`src/rtl/level_qualifier.sv`:
```
module level_qualifier #(
  parameter int unsigned CLK_HZ  = 50_000_000,
  parameter int unsigned QUAL_US = 2500,
  parameter int unsigned HOLD_US = 25
) (
  input  logic clk,
  input  logic rst,
  input  logic raw_in,
  output logic present,
  output logic rise_strobe
);
  localparam int unsigned CYC_PER_US = CLK_HZ / 1_000_000;
  localparam int unsigned QUAL_CYC   = CYC_PER_US * QUAL_US;
  localparam int unsigned HOLD_CYC   = CYC_PER_US * HOLD_US;
  localparam int unsigned QW         = $clog2(QUAL_CYC + 1);
  localparam int unsigned HW         = $clog2(HOLD_CYC + 1);
  localparam logic [QW-1:0] QUAL_LAST = QW'(QUAL_CYC - 1);
  localparam logic [HW-1:0] HOLD_MAX  = HW'(HOLD_CYC);

  // [0] first sync stage, [1] current sample, [2] previous sample
  logic [2:0]    sync_q;
  logic [QW-1:0] qcnt;
  logic [HW-1:0] hcnt;
  logic          cur, prev, want, hold_ok;

  assign cur         = sync_q[1];
  assign prev        = sync_q[2];
  assign rise_strobe = cur & ~prev;
  assign want        = cur && (qcnt == QUAL_LAST);
  assign hold_ok     = (hcnt == HOLD_MAX);

  always_ff @(posedge clk) begin
    if (rst) sync_q <= '0;
    else     sync_q <= {sync_q[1:0], raw_in};
  end

  always_ff @(posedge clk) begin
    if (rst || !cur)                       qcnt <= '0;
    else if (rise_strobe)                  qcnt <= QW'(1) & {QW{QUAL_CYC > 1}};
    else if (qcnt != '0 && qcnt < QUAL_LAST) qcnt <= qcnt + QW'(1);
  end

  always_ff @(posedge clk) begin
    if (rst) begin
      present <= 1'b0;
      hcnt    <= '0;
    end else if (hold_ok && want != present) begin
      present <= want;
      hcnt    <= HW'(1);
    end else if (!hold_ok) begin
      hcnt <= hcnt + HW'(1);
    end
  end

  assert_strobe_single_R1: assert property (@(posedge clk) disable iff (rst)
    rise_strobe |=> !rise_strobe);

  assert_rise_needs_input_R4: assert property (@(posedge clk) disable iff (rst)
    $rose(present) |-> $past(cur));

  assert_fall_on_abort_R5: assert property (@(posedge clk) disable iff (rst)
    (!cur && !prev) |=> (qcnt == '0));

  assert_stays_high_R6: assert property (@(posedge clk) disable iff (rst)
    (present && cur && prev) |=> present);

  assert_hold_time_R7: assert property (@(posedge clk) disable iff (rst)
    (hcnt < HOLD_MAX) |=> $stable(present));

  assert_no_overflow_R8: assert property (@(posedge clk) disable iff (rst)
    qcnt <= QUAL_LAST);
endmodule

```
`config.mk`:
```
export PLATFORM = sky130hd
export DESIGN_NAME = level_qualifier
export DESIGN_NICKNAME = d
export VERILOG_FILES = /design/src/rtl/level_qualifier.sv
export SDC_FILE = /design/constraint.sdc
export NUM_CORES = 1
export LEC_CHECK = 0
export BUFFER_PORTS_ARGS = -buffer_cell sky130_fd_sc_hd__buf_2
export CORE_UTILIZATION = 60
export DETAILED_ROUTE_END_ITERATION = 10
export PLACE_DENSITY = 0.73
export RECOVER_POWER = 100
export REMOVE_ABC_BUFFERS = 1
export SYNTH_ARGS = -nofsm -noshare
export SYNTH_HDL_FRONTEND = slang
export SYNTH_SLANG_ARGS = --single-unit
```
`constraint.sdc`:
```
create_clock -name clk -period 5.3 [get_ports clk]
set_input_delay 0.265 -clock clk [delete_from_list [all_inputs] [get_ports clk]]
set_output_delay 0.265 -clock clk [all_outputs]
set_load 0.03 [all_outputs]
```
==> results.py, run 1 <==
metrics = {
    "final_layout": {
        "fill_cells": 214,
        "finalInstanceArea_um2": 1630,
        "syn2layout_area_growth_pct": 4.91,
        "diodes": 0,
        "drive_gt1_share_pct": 6.45,
        "fin_nets": 192,
    },
    "synth": {
        "ys_ff_latch": 32,
        "ys_warn_count": 0,
        "synth_area_leaders": "dfxtp_1, xor2_1, nand3_1, nand2_1, or4_1",
        "yosys.area.top_type": "dfxtp_1",
        "yosysMostFrequentCell": "dfxtp_1",
        "synthFlopType": "dfxtp_1",
        "ys_types": 40,
        "synthAdderAreaFrac_pct": 3.22,
        "synth_edf_count": 0,
        "synth_top_family_by_area": "simple AND/OR/NAND/NOR gates",
        "synth-async-reset-ratio_pct": 0,
        "synth_compound_area_share_pct": 10.5,
        "synthMuxAreaShare_pct": 0.644,
        "synth-simple-area-share_pct": 33.4,
        "synthesis.area_um2": 1550,
        "postSynthCellCount": 180,
        "yosysSeqAreaShare_pct": 41.2,
        "avgSynthCellArea_um2": 8.63,
        "synth_top_area_share_pct": 41.2,
        "netlist_top_cells_count": "dfxtp_1, nand2_1, xor2_1",
        "synthXorXnorAreaFrac_pct": 7.89,
    },
    "power": {
        "p_int_mw": 0.311,
        "leakage_nw": 0.553,
        "p_switching_mw": 0.0946,
        "sw_frac_of_total_pct": 23.3,
        "peakVddDrop_mv": 0.206,
        "clkPwrFrac_pct": 36.3,
        "power_frac_seq_pct": 60.8,
        "pwr-share-comb_pct": 2.9,
        "total_power_mw": 0.406,
        "p_per_area_nw_per_um2": 249,
    },
    "setup_path": {
        "critPathArrivalTime_ps": 2570,
        "cp_slowest_cell": "or4_1",
        "slowest_delay_ps": 590,
        "critPathLaunchType": "flop",
        "setup.worst_path.class": "reg2reg",
        "cp_num_buf_inv": 0,
        "path_common_cell": "or4_1",
        "critPathCaptureType": "flop",
        "crit_chain": "ha_1 -> nor4b_1 -> nand3_1 -> or4_1 -> or4_1 -> a21oi_1",
        "crit_family": "simple AND/OR/NAND/NOR gates",
        "critPathRequiredTime_ps": 5570,
        "ff2ff_setup_slack_ps": 3000,
        "cp_max_fo": 6,
    },
    "clock_tree": {
        "root_buffer": "clkbuf_4",
        "htreeDepth": 2,
        "cts_tree": "yes",
        "clock_sinks": 32,
        "clock_latency_ps": 340,
        "cts_made_buffers": 5,
        "post-cts-setup-buffer-count": 0,
        "clock_path_buffers": 2,
        "hold_buffers": 0,
        "post_cts_resized": 0,
        "clk_pin_slew_ps": 100,
    },
    "job": {
        "cap_viol_max_count": 0,
    },
    "die": {
        "start_util_pct": 63.3,
        "die_area_um2": 2800,
        "die_y_um": 52.9,
        "rows": 18,
        "design.core.area_um2": 2450,
        "die_w_um": 52.9,
        "ioPinCount": 5,
    },
    "timing": {
        "hold_viol": 0,
        "setup_viol": 0,
        "tightest_slew_ps": 867,
        "min_period_over_period_pct": 43.4,
        "finalMaxSlewViolations": 0,
        "relSlewSlack_pct": 42.0,
        "fmax_mhz": 435,
        "min_period_ps": 2300,
        "fin_skew_ps": 2.05,
        "rsz0062_at_grt": "no",
        "whs_ps": 156,
        "tns_ps": 0,
    },
    "drt": {
        "drt_wl_total_um": 3050,
        "drt.antenna.violating_nets": 0,
        "initialDrtViolationCount": 17,
        "drcViolationCount": 0,
        "vias_per_cell": 6.11,
        "via_count": 1320,
        "routedWlPerCell_um": 14.1,
        "first_pass_iters": 4,
    },
    "run_status": {
        "status": "finished clean",
    },
    "grt": {
        "grt_max_degree": 17,
        "antenna_found_initial": 0,
        "grt_pass1_wl_um": 4960,
        "grt_pass1_vias": 1145,
        "track_usage_pct": 25.3,
        "overflow": 0,
    },
    "hold_path": {
        "worstHoldPathType": "in2reg",
    },
    "placed_design": {
        "place_area_um2": 1580,
        "dp_hpwl_um": 2230,
        "routabilityCongestion": 0.842,
        "port_buffers": 4,
    },
}
worst register-to-register path, cell delays in order (launching register included):
cell and delay (ps):
dfxtp_1 420, ha_1 170, nor4b_1 270, nand3_1 130, or4_1 590, or4_1 510
a21oi_1 140
power by group through the flow:
stage | sequential, mW | combinational (mW) | clock [mW]
2_1_floorplan | 0.252 | 0.00810 | 0
3_3_place_gp | 0.252 | 0.0119 | 0
3_5_place_dp | 0.252 | 0.0124 | 0
4_1_cts | 0.247 | 0.0123 | 0.151
5_1_grt | 0.247 | 0.0133 | 0.159
6_report | 0.247 | 0.0118 | 0.147
through the flow:
step	setup slack (ps)	util, %	std cells
after CTS	3040	66.8	216
after floorplan	3290	-	174
final	3000	66.4	216
after detailed placement	3140	64.3	208
after global placement	3210	64.3	208
after global routing	2810	66.4	216
path summary, 6_finish.rpt:
check	start	end	depth (start not counted)
worst max register to register	hcnt[1]	present	6
worst min register to register	sync_q[0]	sync_q[1]	1
worst min-delay path	raw_in	sync_q[0]	2
worst max-delay path	hcnt[1]	present	6
cells by family (layout without fill, tap and decap cells):
kind of cell               count (synthesis)  in the layout
muxes                                      1              1
AOI/OAI and AO/OA                         26             26
buffers and inverters                     10             16
and+or+nand+nor                           93             93
xor gates and xnor gates                  14             14
DFF                                       32             32
adders and majority gates                  4              4
per-layer routing:
metal | up-vias | share of wire [%] | GRT usage (%)
li1 | 670 | - | -
met1 | 620 | 44 | 29.2
met2 | 23 | 51 | 43.2
met3 | 7 | 3.8 | 7.76
met4 | 0 | 1.7 | 9.65
met5 | - | 0 | 0
flip-flops by register name, summed over array words and instances (netlist names):
register / cells
sync_q: 3
qcnt: 17
hcnt: 11
present: 1
layout by cell type, fill, tap and decap left out, types with 4 or more instances in the layout:
cell type | netlist | routed
or3_1 | 5 | 5
nor3_1 | 9 | 9
nand2_1 | 16 | 16
o211ai_1 | 4 | 4
nand4_1 | 8 | 8
clkbuf_4 | 0 | 5
nand3_1 | 12 | 12
nor2b_1 | 4 | 4
a21oi_1 | 9 | 9
or4_1 | 7 | 7
dfxtp_1 | 32 | 32
o21ai_0 | 4 | 4
inv_1 | 4 | 4
xor2_1 | 13 | 13
nor2_1 | 12 | 12
ha_1 | 4 | 4
nor4_1 | 5 | 5
cell type report:
type	instances	area [um^2]	area share (%)
clock buffer	6	51.3	3.15
clock inverter	2	10.0	0.614
inverter	4	15.0	0.921
multi-input combinational	138	860	52.7
sequential	32	641	39.3
tap	30	37.5	2.30
timing repair buffer	4	16.3	0.998
Power figures use the tool's default switching activity.
==> run 2, diff against run 1 <==
Settings changed: CORE_UTILIZATION 60 to 54, PLACE_DENSITY 0.73 to 0.7.
Clock period 5.3 ns to 2 ns, I/O delays scaled along.
==> results.py, run 2 (synthesized netlist as in run 1, its figures left out) <==
metrics = {
    "run_status": {
        "status": "finished clean",
    },
    "final_layout": {
        "regArea_um2": 641,
        "syn2layout_area_growth_pct": 18.6,
        "reg.largest.list": "qcnt x17, hcnt x11, sync_q x3",
        "final_core_utilization_pct": 67.4,
        "fill_cells": 235,
        "largest-register": "qcnt",
        "final_cell_mix": "dfxtp_1, nand2_1, buf_4",
        "finalInstanceArea_um2": 1840,
        "fin_nets": 211,
        "diodes": 0,
        "final-instance-count-excl-fill": 236,
        "largest_reg_flops": 17,
        "multi_input_area_um2": 893,
        "layout.cells.most_common": "dfxtp_1",
        "drive_gt1_share_pct": 16.1,
    },
    "timing": {
        "finalMaxSlewViolations": 0,
        "fin_skew_ps": 9.44,
        "timing.final.ws_setup_ps": 8.70,
        "relSlewSlack_pct": 61.3,
        "tightest_slew_ps": 576,
        "tns_ps": 0,
        "setup_viol": 0,
        "whs_ps": 461,
        "rsz0062_at_grt": "yes",
        "fmax_mhz": 502,
        "min_period_ps": 1990,
        "hold_viol": 0,
        "min_period_over_period_pct": 99.6,
    },
    "drt": {
        "via_count": 1411,
        "drt.antenna.violating_nets": 0,
        "initialDrtViolationCount": 37,
        "vias_per_cell": 5.98,
        "routedWlPerCell_um": 15.1,
        "first_pass_iters": 5,
        "drt_wl_total_um": 3560,
        "drcViolationCount": 0,
    },
    "placed_design": {
        "dp_hpwl_um": 2550,
        "dp_cells": 226,
        "routabilityCongestion": 0.889,
        "place_area_um2": 1710,
        "preCtsSetupSlack_ps": 44.6,
        "port_buffers": 4,
    },
    "grt": {
        "grt_pass1_vias": 1340,
        "grt_pass1_wl_um": 5970,
        "antenna_found_initial": 0,
        "track_usage_pct": 24.7,
        "overflow": 0,
        "grt_max_degree": 16,
    },
    "power": {
        "total_power_mw": 1.26,
        "p_int_mw": 1.00,
        "pwr-share-comb_pct": 4.2,
        "clkPwrFrac_pct": 44.1,
        "p_per_area_nw_per_um2": 683,
        "leakage_nw": 0.663,
        "power_frac_seq_pct": 51.6,
        "peakVddDrop_mv": 0.546,
        "p_switching_mw": 0.257,
        "sw_frac_of_total_pct": 20.4,
    },
    "setup_path": {
        "critPathCaptureType": "flop",
        "critPathRequiredTime_ps": 2260,
        "critPathArrivalTime_ps": 2250,
        "critPathLaunchType": "flop",
        "setup.worst_path.class": "reg2reg",
        "cp_max_fo": 2,
    },
    "clock_tree": {
        "clk_pin_slew_ps": 110,
        "cts_made_buffers": 5,
        "clock_path_buffers": 2,
        "root_buffer": "clkbuf_4",
        "cts_tree": "yes",
        "clock_sinks": 32,
        "clock_latency_ps": 330,
        "htreeDepth": 2,
        "post-cts-setup-buffer-count": 0,
    },
    "die": {
        "design.core.area_um2": 2730,
        "die_area_um2": 3100,
        "ioPinCount": 5,
        "start_util_pct": 56.8,
        "rows": 19,
        "die_y_um": 55.6,
        "die_w_um": 55.6,
    },
    "hold_path": {
        "worstHoldPathType": "reg2reg",
    },
    "job": {
        "cap_viol_max_count": 0,
    },
}
run 2: cell type report:
cell class	instances	share of cell area [%]
Timing Repair Buffer	23	8.69
Clock buffer	7	3.53
Multi-Input combinational cell	138	48.5
Inverter	4	0.815
Clock inverter	1	1.63
Sequential cell	32	34.8
Tap cell	31	2.10
run 2: power groups by stage:
stage	sequential [mW]	clock, mW	combinational, mW
final	0.650	0.556	0.0533
after global routing	0.651	0.588	0.0582
after CTS	0.650	0.563	0.0533
after detailed placement	0.664	0	0.0494
after global placement	0.664	0	0.0476
after floorplan	0.667	0	0.0215
run 2: layer usage:
metal | vias up | routed length (um) | global-route usage [%]
met2 | 27 | 1510 | 34.9
met5 | - | 0 | 0
li1 | 714 | - | -
met1 | 663 | 1870 | 36.2
met3 | 7 | 112 | 5.35
met4 | 0 | 63 | 10.4
run 2: worst paths after layout:
| kind | start | endpoint | slack, ps | depth (start not counted) |
|---|---|---|---|---|
| setup / recovery | hcnt[0] | present | 9 | 7 |
| hold / removal | sync_q[0] | sync_q[1] | 460 | 1 |
| setup reg to reg | hcnt[0] | present | 9 | 7 |
| hold reg to reg | sync_q[0] | sync_q[1] | 460 | 1 |
run 2: what timing repair did:
item                                    4_1_cts  5_1_grt
gates resized for setup                       1        5
endpoints found under the setup margin        1       11
hold buffers                                  2        0
gates cloned                                  0        0
pin swaps                                     0        2
hold endpoints to repair                      2        0
run 2: critical path, cell delays in order (launching register included):
cell     delay (ps)
dfxtp_1         320
inv_1            50
ha_1            140
nor4b_4         180
nand3_1         130
or4_4           500
or4_1           470
a21oi_1         130
